$ cat src/rtl/dws_pkg.sv
`timescale 1ns/1ps
package dws_pkg;
  typedef enum logic {
    WIDTH_NARROW = 1'b0,
    WIDTH_WIDE   = 1'b1
  } width_e;
endpackage

$ cat src/rtl/dws_rst_sync.sv
`timescale 1ns/1ps
// Asynchronous assert, synchronous release of the active-low reset.
module dws_rst_sync #(
  parameter int STAGES = 2
) (
  input  logic clk,
  input  logic rst_n,
  output logic rst_n_sync
);
  logic [STAGES-1:0] pipe_q;

  always_ff @(posedge clk or negedge rst_n) begin
    if (!rst_n) pipe_q <= '0;
    else        pipe_q <= {pipe_q[STAGES-2:0], 1'b1};
  end

  assign rst_n_sync = pipe_q[STAGES-1];
endmodule

$ cat src/rtl/dws_bit_timer.sv
`timescale 1ns/1ps
// Bit position within the current word and the derived word clock.
module dws_bit_timer
  import dws_pkg::*;
#(
  parameter int CHAR_W = 10,
  parameter int WORD_W = 20
) (
  input  logic   clk,
  input  logic   rst_n,
  input  logic   bit_en,
  input  width_e mode,
  output logic   wrap_o,
  output logic   wclk_o
);
  localparam int CW = $clog2(WORD_W + 1);

  logic [CW-1:0] cnt_q, cnt_d;
  logic          wclk_q, wclk_d;
  logic [CW-1:0] last_idx, half_idx;
  logic          at_last;

  always_comb begin
    last_idx = (mode == WIDTH_WIDE) ? CW'(WORD_W - 1) : CW'(CHAR_W - 1);
    half_idx = (mode == WIDTH_WIDE) ? CW'(WORD_W / 2) : CW'(CHAR_W / 2);
    at_last  = (cnt_q >= last_idx);
  end

  always_comb begin
    cnt_d  = cnt_q;
    wclk_d = wclk_q;
    if (bit_en) begin
      cnt_d  = at_last ? '0 : cnt_q + CW'(1);
      wclk_d = (cnt_d < half_idx);
    end
  end

  always_ff @(posedge clk or negedge rst_n) begin
    if (!rst_n) begin
      cnt_q  <= '0;
      wclk_q <= 1'b1;
    end else begin
      cnt_q  <= cnt_d;
      wclk_q <= wclk_d;
    end
  end

  assign wrap_o = bit_en & at_last;
  assign wclk_o = wclk_q;
endmodule

$ cat src/rtl/dws_word_latch.sv
`timescale 1ns/1ps
// Holds the captured word and arranges it in transmit order (index 0 first).
module dws_word_latch
  import dws_pkg::*;
#(
  parameter int CHAR_W = 10,
  parameter int WORD_W = 20
) (
  input  logic              clk,
  input  logic              rst_n,
  input  logic              cap,
  input  width_e            mode,
  input  logic [WORD_W-1:0] par_i,
  output logic [WORD_W-1:0] load_vec
);
  localparam int TOP_BASE = WORD_W - CHAR_W;

  logic [WORD_W-1:0] lat_q, lat_d;

  always_comb begin
    lat_d = lat_q;
    if (cap) lat_d = par_i;
  end

  always_ff @(posedge clk or negedge rst_n) begin
    if (!rst_n) lat_q <= '0;
    else        lat_q <= lat_d;
  end

  for (genvar gi = 0; gi < WORD_W; gi++) begin : g_order
    if (gi < CHAR_W) begin : g_first_char
      assign load_vec[gi] = (mode == WIDTH_WIDE) ? lat_q[gi] : lat_q[TOP_BASE + gi];
    end else begin : g_rest
      assign load_vec[gi] = (mode == WIDTH_WIDE) ? lat_q[gi] : 1'b0;
    end
  end
endmodule

$ cat src/rtl/dws_shifter.sv
`timescale 1ns/1ps
// Output shift register, LSB on the line, with per-output gating.
module dws_shifter #(
  parameter int   WORD_W   = 20,
  parameter int   N_OUT    = 2,
  parameter logic IDLE_LVL = 1'b0
) (
  input  logic              clk,
  input  logic              rst_n,
  input  logic              bit_en,
  input  logic              load,
  input  logic [WORD_W-1:0] load_vec,
  input  logic [N_OUT-1:0]  oe,
  output logic [N_OUT-1:0]  ser_o
);
  logic [WORD_W-1:0] sh_q, sh_d;

  always_comb begin
    sh_d = sh_q;
    if (bit_en) begin
      if (load) sh_d = load_vec;
      else      sh_d = {1'b0, sh_q[WORD_W-1:1]};
    end
  end

  always_ff @(posedge clk or negedge rst_n) begin
    if (!rst_n) sh_q <= '0;
    else        sh_q <= sh_d;
  end

  for (genvar go = 0; go < N_OUT; go++) begin : g_out
    assign ser_o[go] = oe[go] ? sh_q[0] : IDLE_LVL;
  end
endmodule

$ cat src/rtl/dws_serializer.sv
`timescale 1ns/1ps
module dws_serializer
  import dws_pkg::*;
#(
  parameter int   CHAR_W   = 10,
  parameter int   CHARS    = 2,
  parameter logic IDLE_LVL = 1'b0
) (
  input  logic                    clk,
  input  logic                    rst_n,
  input  logic                    bit_en,
  input  logic                    wide_i,
  input  logic [CHAR_W*CHARS-1:0] par_i,
  input  logic                    line_oe,
  input  logic                    loop_oe,
  output logic                    line_o,
  output logic                    loop_o,
  output logic                    wclk_o
);
  localparam int WORD_W = CHAR_W * CHARS;
  localparam int N_OUT  = 2;

  logic              rst_n_int;
  width_e            mode;
  logic              wrap;
  logic [WORD_W-1:0] load_vec;
  logic [N_OUT-1:0]  oe_vec;
  logic [N_OUT-1:0]  ser_vec;

  assign mode   = width_e'(wide_i);
  assign oe_vec = {loop_oe, line_oe};

  dws_rst_sync #(.STAGES(2)) u_rst (
    .clk        (clk),
    .rst_n      (rst_n),
    .rst_n_sync (rst_n_int)
  );

  dws_bit_timer #(.CHAR_W(CHAR_W), .WORD_W(WORD_W)) u_timer (
    .clk    (clk),
    .rst_n  (rst_n_int),
    .bit_en (bit_en),
    .mode   (mode),
    .wrap_o (wrap),
    .wclk_o (wclk_o)
  );

  dws_word_latch #(.CHAR_W(CHAR_W), .WORD_W(WORD_W)) u_latch (
    .clk      (clk),
    .rst_n    (rst_n_int),
    .cap      (wrap),
    .mode     (mode),
    .par_i    (par_i),
    .load_vec (load_vec)
  );

  dws_shifter #(.WORD_W(WORD_W), .N_OUT(N_OUT), .IDLE_LVL(IDLE_LVL)) u_shift (
    .clk      (clk),
    .rst_n    (rst_n_int),
    .bit_en   (bit_en),
    .load     (wrap),
    .load_vec (load_vec),
    .oe       (oe_vec),
    .ser_o    (ser_vec)
  );

  assign line_o = ser_vec[0];
  assign loop_o = ser_vec[1];
endmodule

$ cat config.mk
export PLATFORM = sky130hd
export DESIGN_NAME = dws_serializer
export DESIGN_NICKNAME = d
export VERILOG_FILES = /design/src/rtl/dws_pkg.sv /design/src/rtl/dws_rst_sync.sv /design/src/rtl/dws_bit_timer.sv /design/src/rtl/dws_word_latch.sv /design/src/rtl/dws_shifter.sv /design/src/rtl/dws_serializer.sv
export SDC_FILE = /design/constraint.sdc
export NUM_CORES = 1
export LEC_CHECK = 0
export ABC_AREA = 1
export BUFFER_PORTS_ARGS = -buffer_cell sky130_fd_sc_hd__buf_2
export CORE_MARGIN = 10
export CORE_UTILIZATION = 42
export DETAILED_ROUTE_END_ITERATION = 8
export GPL_TIMING_DRIVEN = 1
export PLACE_DENSITY_LB_ADDON = 0.2
export REMOVE_ABC_BUFFERS = 1
export SLEW_MARGIN = 20
export SYNTH_ARGS = -nofsm -noshare
export SYNTH_HDL_FRONTEND = slang
export SYNTH_SLANG_ARGS = --single-unit
$ cat constraint.sdc
create_clock -name clk -period 2.2 [get_ports clk]
set_input_delay 0.11 -clock clk [delete_from_list [all_inputs] [get_ports clk]]
set_output_delay 0.11 -clock clk [all_outputs]
set_load 0.05 [all_outputs]
## Word level (Yosys, flattened, before mapping)

Index checks and enable logic that the tools add are counted.
Widths: inputs -> output; s select.

| operators by class | value |
|---|---|
| muxes and demuxes | 26 |
| bitwise logic cells | 1 |
| order comparisons | 2 |
| add/subtract/negate cells | 1 |

Operator list:

| operator | count |
|---|---|
| $mux 1 | 22 |
| $mux 20 | 1 |
| $mux 5 | 2 |
| $add 5x1->5 const B | 1 |
| $ge 5x5->1 | 1 |
| $lt 5x5->1 | 1 |
| $mux 4 | 1 |
| $and 1x1->1 | 1 |

| storage, ports and cells | value |
|---|---|
| output and inout bits | 3 |
| flip-flop bits (word level) | 48 |
| input port bits | 26 |
| logic and storage cells | 35 |

## Logic depth before layout (Yosys ltp)

Gate-level depths: netlist of the first run.

| logic depth | value |
|---|---|
| word-level depth | 4 |
| depth in mapped cells | 17 |
| mapped depth without buffers | 15 |

## Hierarchy

From an unflattened synthesis of the first run, not the netlist that was laid out.

| second synthesis, totals | value |
|---|---|
| cell total of the unflattened synthesis | 372 |
| area, all modules | 2590.0 µm² |

Modules (own cells, without submodules):

| module | cells each | area an instance (µm²) | seq. area each (µm²) | instances |
|---|---|---|---|---|
| dws_shifter | 167 | 1088.5 | 500.5 | 1 |
| dws_word_latch | 138 | 973.4 | 500.5 | 1 |
| dws_bit_timer | 64 | 474.2 | 151.4 | 1 |
| dws_rst_sync | 3 | 53.8 | 50.0 | 1 |

## Least setup slack after synthesis of the first run

OpenSTA, ideal clock, no wires.

| timing | value |
|---|---|
| path kind | in2reg |
| start | in wide_i |
| end | reg u_timer.wclk_q, in the netlist u_timer.wclk_o |
| arrival | 1.984 ns |
| setup time | 0.061 ns |
| stages | 15 |
| path slack | 0.155 ns |
| required time | 2.139 ns |
| buffers on the path | 2 |
| path through | inv_1 > clkbuf_1 > ha_1 > nand2_1 > nand2_1 > nor2_2 > nand2_4 > buf_2 > nor2_1 > ha_1 > a21oi_1 > nand2_1 > nand2_1 > nand2_1 > nand2_1 |

| between the ends | value |
|---|---|
| word-level cells in the longest chain between the ends | 4 |
| elaborated cells on any way between the ends | 5 |
| classes of those cells | order compare: 2; mux: 3 |

RTL lines:

| element | RTL line | RTL |
|---|---|---|
| start: declaration | dws_serializer.sv:12 | `input logic wide_i,` |
| $mux 5 | dws_bit_timer.sv:24 | `last_idx = (mode == WIDTH_WIDE) ? CW'(WORD_W - 1) : CW'(CHAR_W - 1);` |
| $ge 5x5->1 | dws_bit_timer.sv:26 | `at_last = (cnt_q >= last_idx);` |
| $mux 5 | dws_bit_timer.sv:33 | `cnt_d = at_last ? '0 : cnt_q + CW'(1);` |
| $lt 5x5->1 (*) | dws_bit_timer.sv:34 | `wclk_d = (cnt_d < half_idx);` |
| end signal: assignment | dws_bit_timer.sv:44 | `wclk_q <= wclk_d;` |
| end: declaration | dws_bit_timer.sv:19 | `logic wclk_q, wclk_d;` |

Every way passes the cells marked *; elsewhere a longest branch is shown, timed or not.
A chain may end at the register's enable or synchronous reset.

## Final worst setup path of the first run

| timing | value |
|---|---|
| start | reg u_timer.cnt_q[4] |
| end | reg u_timer.wclk_q, in the netlist u_timer.wclk_o |

| between the ends | value |
|---|---|
| word-level cells in the longest chain between the ends | 3 |
| elaborated cells on any way between the ends | 4 |
| classes of those cells | add/sub: 1; order compare: 2; mux: 1 |

RTL lines:

| element | RTL line | RTL |
|---|---|---|
| start: declaration | dws_bit_timer.sv:18 | `logic [CW-1:0] cnt_q, cnt_d;` |
| start signal: assignment | dws_bit_timer.sv:43 | `cnt_q <= cnt_d;` |
| $add 5x1->5 or $ge 5x5->1 (tied branches) | dws_bit_timer.sv:33, dws_bit_timer.sv:26 |  |
| $mux 5 (*) | dws_bit_timer.sv:33 |  |
| $lt 5x5->1 (*) | dws_bit_timer.sv:34 |  |

Marks and branches as above.

==> results of run 1 <==
-- placed cells by master, fill, tap and decap left out, types with 2 or more instances in the layout --
cell           Yosys  final
nand3_1           38     38
dlygate4sd3_1      0     14
o211ai_1           7      7
inv_1             11     11
ha_1               7      7
buf_2              3     28
o21ai_0            6      6
inv_2              2      2
o311ai_1           3      3
nand2_1          131    131
dfrtp_1           47     46
nor2_1             7      7
buf_4              2      5
xor2_1             2      2
clkbuf_8           0      6
-- sequential cells by signal (all words and copies together) (netlist names) --
signal / cells
u_latch.lat_q: 20
u_rst.pipe_q: 2
u_shift.sh_q: 20
u_timer.cnt_q: 5
u_timer.wclk_o: 1
-- area by class of cell --
class	instances	area share, %
well taps	72	3.258
flip-flops and latches	48	43.53
repair buffers	48	12.22
inverters	14	1.991
clock buffers	7	3.122
clock inverters	1	0.2715
multi-input cells	208	35.61
-- cell usage after synthesis (all sizes together) --
cell and instances:
clkbuf 5, o21a 1, nor2 9, xor2 2, nand2 132, o21ai 6, o311ai 3, nand3 38
inv 14, conb 1, ha 7, dfrtp 47, xnor2 1, buf 10, dfstp 1, o211ai 7
a21oi 1
-- per-stage QoR --
| step | hold WS, ps | instance area, um2 | setup slack, ps | util [%] | instances |
|---|---|---|---|---|---|
| after floorplan | -185.6 | 2242 | 309.5 | - | 270 |
| after global placement | -105.2 | 2531 | 234.6 | 46.54 | 376 |
| after CTS | 2.774 | 2765 | 194.7 | 50.84 | 398 |
| final | 14.29 | 2765 | 211.6 | 50.84 | 398 |
| after global routing | 7.406 | 2765 | 13.36 | 50.84 | 398 |
| after detailed placement | -101.5 | 2531 | 142.8 | 46.54 | 376 |
-- power groups by stage --
stage	clock, mW	combinational, mW	sequential, mW
global placement	0	1.05	1.56
detailed placement	0	1.08	1.56
finish	0.538	1.08	1.55
global route	0.596	1.27	1.60
floorplan	0	0.762	1.53
CTS	0.570	1.10	1.55
-- critical path, stage by stage (launching register included) --
cell,delay [ps]
dfrtp_1,420
ha_1,300
nand2_1,70
nand2_1,60
nor2_2,160
nand2_4,140
nor2_1,170
ha_1,260
a21oi_1,130
nand2_1,70
nand2_1,50
nand2_1,40
nand2_1,60
-- logic make-up after synthesis --
kind of cell	count (synthesis)	share of synthesized area, %
AOI/OAI and AO/OA	18	5.204
xor gates and xnor gates	3	1.127
and+or+nand+nor	179	31.97
adders and majority gates	7	3.755
other	1	0.1608
buffers and inverters	29	6.223
DFF	48	51.56
-- layer usage --
layer | up-vias | share of wire, %
met5 | - | 0
met3 | 7 | 3.9
met2 | 27 | 48
li1 | 991 | -
met4 | 0 | 1.0
met1 | 881 | 47
-- worst paths after layout --
| path | slack, ps | cells after the start | startpoint | to |
|---|---|---|---|---|
| worst min-delay path | 10 | 3 | par_i[8] | u_latch.lat_q[8]$_DFFE_PN0P_ |
| min in group asynchronous | 120 | 2 | rst_n | u_rst.pipe_q[0]$_DFF_PN0_ |
| max in group asynchronous | 1460 | 1 | u_rst.pipe_q[1]$_DFF_PN0_ | u_timer.wclk_o$_DFFE_PN1P_ |
| worst max-delay path | 210 | 12 | u_timer.cnt_q[4]$_DFFE_PN0P_ | u_timer.wclk_o$_DFFE_PN1P_ |
| worst max register to register | 210 | 12 | u_timer.cnt_q[4]$_DFFE_PN0P_ | u_timer.wclk_o$_DFFE_PN1P_ |
| worst min register to register | 350 | 1 | u_rst.pipe_q[1]$_DFF_PN0_ | u_shift.sh_q[19]$_DFFE_PN0P_ |
-- timing repair --
item	4_1_cts	5_1_grt
resized for setup	0	0
setup buffers	0	0
hold endpoints to repair	15	0
hold buffers	14	0
==> results.toml, run 1 <==
[drt]
num_vias = 1906
drt_iter0_drc = 140
drtPass1Iterations = 4
wl_per_cell_um = 12.96
wirelength_um = 5160
vias_per_cell = 4.789
drc = 0
ant_nets = 0

[sta]
tightest_slew_ps = 577.1
min_period_ps = 1988
slew_violations = 0
clock_skew_ps = 6.816
setup_viol = 0
period_share_pct = 90.38
fmaxAchievable_mhz = 502.9
final-hold-violation-count = 0
fin_tns_setup_ps = 0
rsz0062_at_grt = "false"
slew_headroom_pct = 61.53

[power]
swShare_pct = 38.13
comb_power_share_pct = 34.1
p_leak_nw = 1.445
internal_power_mw = 1.956
clock_power_share_pct = 17.0
vdd_drop_max_mv = 0.4686
p_sw_mw = 1.205
power.total_mw = 3.161
powerDensity_nw_per_um2 = 1143
p_seq_share_pct = 48.9

[synth]
post_synth.cell_area_avg_um2 = 8.183
yosys_warnings = 0
syn_inst = 285
yosysSeqAreaShare_pct = 51.56
yosys_register_bits = 48
synthesis.area_um2 = 2332
synth_cell_type_count = 25
synth_top_area_share_pct = 50.43
ys_top_cells_by_area = "dfrtp_1 50%, nand2_1 21%, nand3_1 8.2%, ha_1 3.8%, o211ai_1 2.3%"
synth_largest_area_cell = "dfrtp_1"

[worst_hold_path]
hp-class = "in2reg"

[global_routing]
grtUsageMet2_pct = 20.94
grt_use_met3_pct = 3.172
grt_pass1_wl_um = 8914
grt.overflow.total = 0
antenna_found_initial = 0
use_met1_pct = 15.29
grt_pass1_vias = 1879
grt.total_usage_pct = 12.39
grt_max_degree = 47
grt_busiest_layer = "met2"

[clock_tree]
htreeDepth = 2
clk_pin_slew_ps = 90
ctsLongestPathBuffers = 2
cts-root-buf = "clkbuf_8"
cts_sinks = 48
cts_buffers = 5
worstSkewPairLatency_ps = 300
cts_tree = "built"

[finish]
multi_input_area_um2 = 984.7
seqCellArea_um2 = 1204
syn_to_final_growth_pct = 18.56
fillers = 544
drive_gt1_share_pct = 15.03
n_antenna_cell = 0
num-nets-final = 358

[floorplanning]
pin_count = 29
die_area_um2 = 8934
rows = 27
die_w_um = 94.52
die_h_um = 94.52
start_util_pct = 42.88
core-area_um2 = 5439

[flow_run]
max_cap_viol_count = 0

[worst_setup_path]
critPathRequiredTime_ps = 2440
critPathCaptureType = "flop"
cp_data_arrival_time_ps = 2230
crit_fanout = 14
crit_type = "reg2reg"
start_kind = "flop"

[placed_design]
hpwl_um = 3383
io_buffers = 28
gp_congestion = 0.7393

[status]
status = "finished clean"
(Power assumes the default switching activity.)
==> inputs of run 2 (changes only) <==
--- a/config.mk
+++ b/config.mk
@@ -16,4 +16,5 @@
 export SLEW_MARGIN = 20
 export SYNTH_ARGS = -nofsm -noshare
 export SYNTH_HDL_FRONTEND = slang
+export SYNTH_HIERARCHICAL = 1
 export SYNTH_SLANG_ARGS = --single-unit
==> results.toml, run 2 <==
[status]
status = "finished clean"

[worst_setup_path]
critPathRequiredTime_ps = 2450
crit_fanout = 4
cp_data_arrival_time_ps = 2270
start_kind = "flop"
crit_type = "reg2reg"
critPathCaptureType = "flop"

[clock_tree]
cts_buffers = 5
cts-root-buf = "clkbuf_8"
htreeDepth = 2
cts_sinks = 48
worstSkewPairLatency_ps = 300
clk_pin_slew_ps = 90
ctsLongestPathBuffers = 2
cts_tree = "built"

[finish]
fillers = 616
mostFrequentLayoutCells = "198 x nand2_1, 58 x inv_1, 46 x dfrtp_1"
syn_to_final_growth_pct = 19.95
drive_gt1_share_pct = 15.07
stdcell_area_um2 = 3107
reg_top3 = "u_latch/lat_q: 20 flops, u_shift/sh_q: 20 flops, u_timer/cnt_q: 5 flops"
num-nets-final = 450
n_antenna_cell = 0
layout_commonest_cell = "nand2_1"
final_util_pct = 52.16

[drt]
drt_iter0_drc = 92
wirelength_um = 5540
ant_nets = 0
wl_per_cell_um = 11.24
vias_per_cell = 4.495
drc = 0
num_vias = 2216
drtPass1Iterations = 4

[synth]
yosys_warnings = 6
synthesis.area_um2 = 2590
post_synth.cell_area_avg_um2 = 6.962
synth_cell_type_count = 21
yosys-top-cells-count = "199 x nand2_1, 58 x inv_1, 47 x dfrtp_1"
async_flop_share_pct = 100.0
synth_largest_area_cell = "dfrtp_1"
syn_inst = 372
synthFlopType = "dfrtp_1"
synth_edf_count = 0
yosys_register_bits = 48
yosysSeqAreaShare_pct = 46.43
ys_top_cells_by_area = "dfrtp_1 45%, nand2_1 29%, inv_1 8.4%, nand3_1 4.6%, ha_1 3.4%"
synth.most_common_cell = "nand2_1"
synth_top_area_share_pct = 45.41

[global_routing]
grt_pass1_wl_um = 9570
grt.total_usage_pct = 11.42
grt_busiest_layer = "met2"
grt_max_degree = 32
grt_pass1_vias = 2126
grt_use_met3_pct = 2.654
use_met1_pct = 14.82
grtUsageMet2_pct = 18.46
grt.overflow.total = 0
antenna_found_initial = 0

[floorplanning]
die_w_um = 98.53
rows = 28
start_util_pct = 43.49
pin_count = 29
core-area_um2 = 5956
die_area_um2 = 9707
die_h_um = 98.53

[sta]
setup_viol = 0
rsz0062_at_grt = "false"
period_share_pct = 91.68
hold-worst-slack_ps = 7.158
fmaxAchievable_mhz = 495.8
clock_skew_ps = 8.172
fin_tns_setup_ps = 0
final-hold-violation-count = 0
min_period_ps = 2017
slew_violations = 0

[power]
vdd_drop_max_mv = 0.4750
p_leak_nw = 1.883
powerDensity_nw_per_um2 = 1130

[placed_design]
gp_congestion = 0.7591
io_buffers = 28
place_area_um2 = 2823
hpwl_um = 3770

[worst_hold_path]
hp-class = "in2reg"

[flow_run]
max_cap_viol_count = 0
run 2: cell type report:
cell class	count	area (um2)	area share, %
clock inverter	1	30.03	0.9666
tap	75	93.84	3.021
clock buffer	7	96.34	3.101
multi-input combinational	247	1091	35.12
inverter	65	244.0	7.853
timing repair buffer	50	347.8	11.20
sequential	48	1204	38.74
run 2: path summary, 6_finish.rpt:
path / cells past startpoint / start / slack [ps] / endpoint
worst max-delay path: 16 / u_timer/cnt_q[3]$_DFFE_PN0P_ / 180 / u_timer/wclk_o$_DFFE_PN1P_
worst min-delay path: 3 / par_i[9] / 7 / u_latch/lat_q[9]$_DFFE_PN0P_
worst max register to register: 16 / u_timer/cnt_q[3]$_DFFE_PN0P_ / 180 / u_timer/wclk_o$_DFFE_PN1P_
worst min register to register: 0 / u_rst/pipe_q[1]$_DFF_PN0_ / 190 / u_latch/lat_q[6]$_DFFE_PN0P_
max in group asynchronous: 1 / u_rst/pipe_q[1]$_DFF_PN0_ / 1440 / u_timer/wclk_o$_DFFE_PN1P_
min in group asynchronous: 2 / rst_n / 110 / u_rst/pipe_q[1]$_DFF_PN0_
run 2: metrics by stage:
stage | setup slack, ps | std cells | total power, mW
floorplan | -810.1 | 360 | 2.429
global placement | 243.4 | 472 | 2.739
detailed placement | 150.6 | 472 | 2.775
CTS | 123.7 | 492 | 3.500
global route | 10.64 | 493 | 3.866
finish | 183.0 | 493 | 3.510
run 2: cell families after synthesis:
logic type	count (synthesis)	synth area share, %
compound gates	7	1.594
xor+xnor	3	1.015
fa+ha+maj	7	3.381
buf+inv	77	12.71
flops	48	46.43
other cells	1	0.1448
simple gates	229	34.73
run 2: timing repair:
action,4_1_cts,5_1_grt
setup buffers,0,1
endpoints found under the setup margin,0,32
hold endpoints to repair,13,0
gates resized for setup,0,6
hold buffers,12,0
run 2: power by group:
part           switching, mW  internal (mW)
registers              0.250           1.26
clock network          0.292          0.401
logic                  0.786          0.519
run 2: routing by layer:
| metal | part of all wire, % | vias up |
|---|---|---|
| li1 | - | 1176 |
| met1 | 48 | 1001 |
| met2 | 48 | 34 |
| met3 | 3.5 | 5 |
| met4 | 0.76 | 0 |
| met5 | 0 | - |
run 2: worst max-delay path, cell delays in order, from the launching register on:
cell and delay, ps:
dfrtp_1 410, ha_1 290, nand2_2 80, inv_1 50, nand2_1 70, nand2_1 90
nor2_4 180, nand2_1 100, inv_1 70, ha_1 250, nand2_1 80, inv_1 40
nand2_1 50, nand2_1 50, nand2_1 60, nand2_1 50, nand2_1 60
==> inputs of run 3 (changes only) <==
--- a/config.mk
+++ b/config.mk
@@ -11,6 +11,7 @@
 export CORE_UTILIZATION = 42
 export DETAILED_ROUTE_END_ITERATION = 8
 export GPL_TIMING_DRIVEN = 1
+export MAX_ROUTING_LAYER = met4
 export PLACE_DENSITY_LB_ADDON = 0.2
 export REMOVE_ABC_BUFFERS = 1
 export SLEW_MARGIN = 20
==> results.toml, run 3 (synthesis results as in run 2) <==
[drt]
drt_iter0_drc = 92
drtPass1Iterations = 4
ant_nets = 0
wl_per_cell_um = 11.24
wirelength_um = 5540
vias_per_cell = 4.495
drc = 0
num_vias = 2216

[clock_tree]
worstSkewPairLatency_ps = 300
clk_pin_slew_ps = 90
cts_tree = "built"
ctsLongestPathBuffers = 2
htreeDepth = 2
cts-root-buf = "clkbuf_8"
cts_sinks = 48
cts_buffers = 5

[finish]
mostFrequentLayoutCells = "198 x nand2_1, 58 x inv_1, 46 x dfrtp_1"
layout_commonest_cell = "nand2_1"
n_antenna_cell = 0
num-nets-final = 450
stdcell_count = 493
syn_to_final_growth_pct = 19.95
drive_gt1_share_pct = 15.07
reg_top3 = "u_latch/lat_q: 20 flops, u_shift/sh_q: 20 flops, u_timer/cnt_q: 5 flops"
final_util_pct = 52.16

[sta]
slew_violations = 0
min_period_ps = 2017
setup_ws_ps = 183.0
setup_viol = 0
final-hold-violation-count = 0
clock_skew_ps = 8.172
fmaxAchievable_mhz = 495.8
period_share_pct = 91.68
rsz0062_at_grt = "false"

[placed_design]
io_buffers = 28
place_ws_ps = 150.6
gp_congestion = 0.7690
hpwl_um = 3770
place_inst = 472

[worst_setup_path]
slowest_delay_ps = 410
start_kind = "flop"
crit_family = "simple AND/OR/NAND/NOR gates"
crit_fanout = 4
crit_chain = "ha_1, nand2_2, inv_1, nand2_1, nand2_1, nor2_4, nand2_1, inv_1, ha_1, nand2_1, inv_1, nand2_1, nand2_1, nand2_1, nand2_1, nand2_1"
cp_data_arrival_time_ps = 2270
crit_buf_inv = 3
critPathMostFrequentCell = "nand2_1"
crit_type = "reg2reg"
crit_path_top_delay_cell = "dfrtp_1"
critPathRequiredTime_ps = 2450
critPathCaptureType = "flop"

[global_routing]
grt_busiest_layer = "met2"
grt.overflow.total = 0
grt_pass1_wl_um = 9570
grt.total_usage_pct = 11.75
grt_pass1_vias = 2126
antenna_found_initial = 0
use_met1_pct = 14.86
grt_max_degree = 32
grtUsageMet2_pct = 18.46
grt_use_met3_pct = 2.584

[power]
clock_power_share_pct = 19.7
p_seq_share_pct = 43.1
p_leak_nw = 1.883
p_sw_mw = 1.328
internal_power_mw = 2.182
vdd_drop_max_mv = 0.4750
swShare_pct = 37.85
comb_power_share_pct = 37.2
powerDensity_nw_per_um2 = 1130

[flow_run]
max_cap_viol_count = 0

[status]
status = "finished clean"

[floorplanning]
core-area_um2 = 5956
die_h_um = 98.53
start_util_pct = 43.49
rows = 28
die_area_um2 = 9707
die_w_um = 98.53
pin_count = 29

[worst_hold_path]
hp-class = "in2reg"
==> run 3: cell counts in the layout (fill, tap and decap cells not counted) <==
Identical to the previous run, type by type.
==> run 3: final timing paths <==
path                       depth (start not counted)                            to                         start  slack, ps
min in group asynchronous                          2     u_rst/pipe_q[1]$_DFF_PN0_                         rst_n        110
hold / removal                                     3  u_latch/lat_q[9]$_DFFE_PN0P_                      par_i[9]          7
setup reg to reg                                  16    u_timer/wclk_o$_DFFE_PN1P_  u_timer/cnt_q[3]$_DFFE_PN0P_        180
setup / recovery                                  16    u_timer/wclk_o$_DFFE_PN1P_  u_timer/cnt_q[3]$_DFFE_PN0P_        180
max in group asynchronous                          1    u_timer/wclk_o$_DFFE_PN1P_     u_rst/pipe_q[1]$_DFF_PN0_       1440
hold reg to reg                                    0  u_latch/lat_q[6]$_DFFE_PN0P_     u_rst/pipe_q[1]$_DFF_PN0_        190
==> run 3: routing by layer <==
layer  wire length, um  vias to the layer above
li1                  -                     1176
met1              2656                     1001
met2              2652                       34
met3               188                        5
met4                42                        0
met5                 0                        -
==> run 3: metrics by stage <==
step / hold slack (ps) / TNS, ps / total power, mW / instance area (um2)
after global routing: 15.99 / 0 / 3.866 / 3107
final: 7.158 / 0 / 3.510 / 3107
after CTS: 1.097 / 0 / 3.500 / 3069
after global placement: -104.5 / 0 / 2.739 / 2823
after detailed placement: -103.3 / 0 / 2.775 / 2823
after floorplan: -185.6 / -31140 / 2.429 / 2505
==> run 3: timing repair <==
item                       4_1_cts  5_1_grt
hold endpoints to repair        13        0
setup endpoints to repair        0       32
buffers inserted                 0        1
resized for setup                0        6
hold buffers                    12        0
==> run 3: final cells by class <==
class	instances	area [um2]
Fill cell	616	2849
Timing Repair Buffer	50	347.8
Multi-Input combinational cell	247	1091
Clock buffer	7	96.34
Inverter	65	244.0
Sequential cell	48	1204
Tap cell	75	93.84
Clock inverter	1	30.03
==> run 3: worst min-delay path: stages <==
cell and delay (ps):
buf_2 70, nand2_1 40, nand2_1 50
==> run 3: power groups by stage <==
stage	clock, mW	sequential [mW]	combinational [mW]
2_1_floorplan	0	1.50	0.924
3_5_place_dp	0	1.52	1.25
6_report	0.693	1.51	1.31
5_1_grt	0.750	1.57	1.55
4_1_cts	0.715	1.51	1.27
3_3_place_gp	0	1.52	1.22
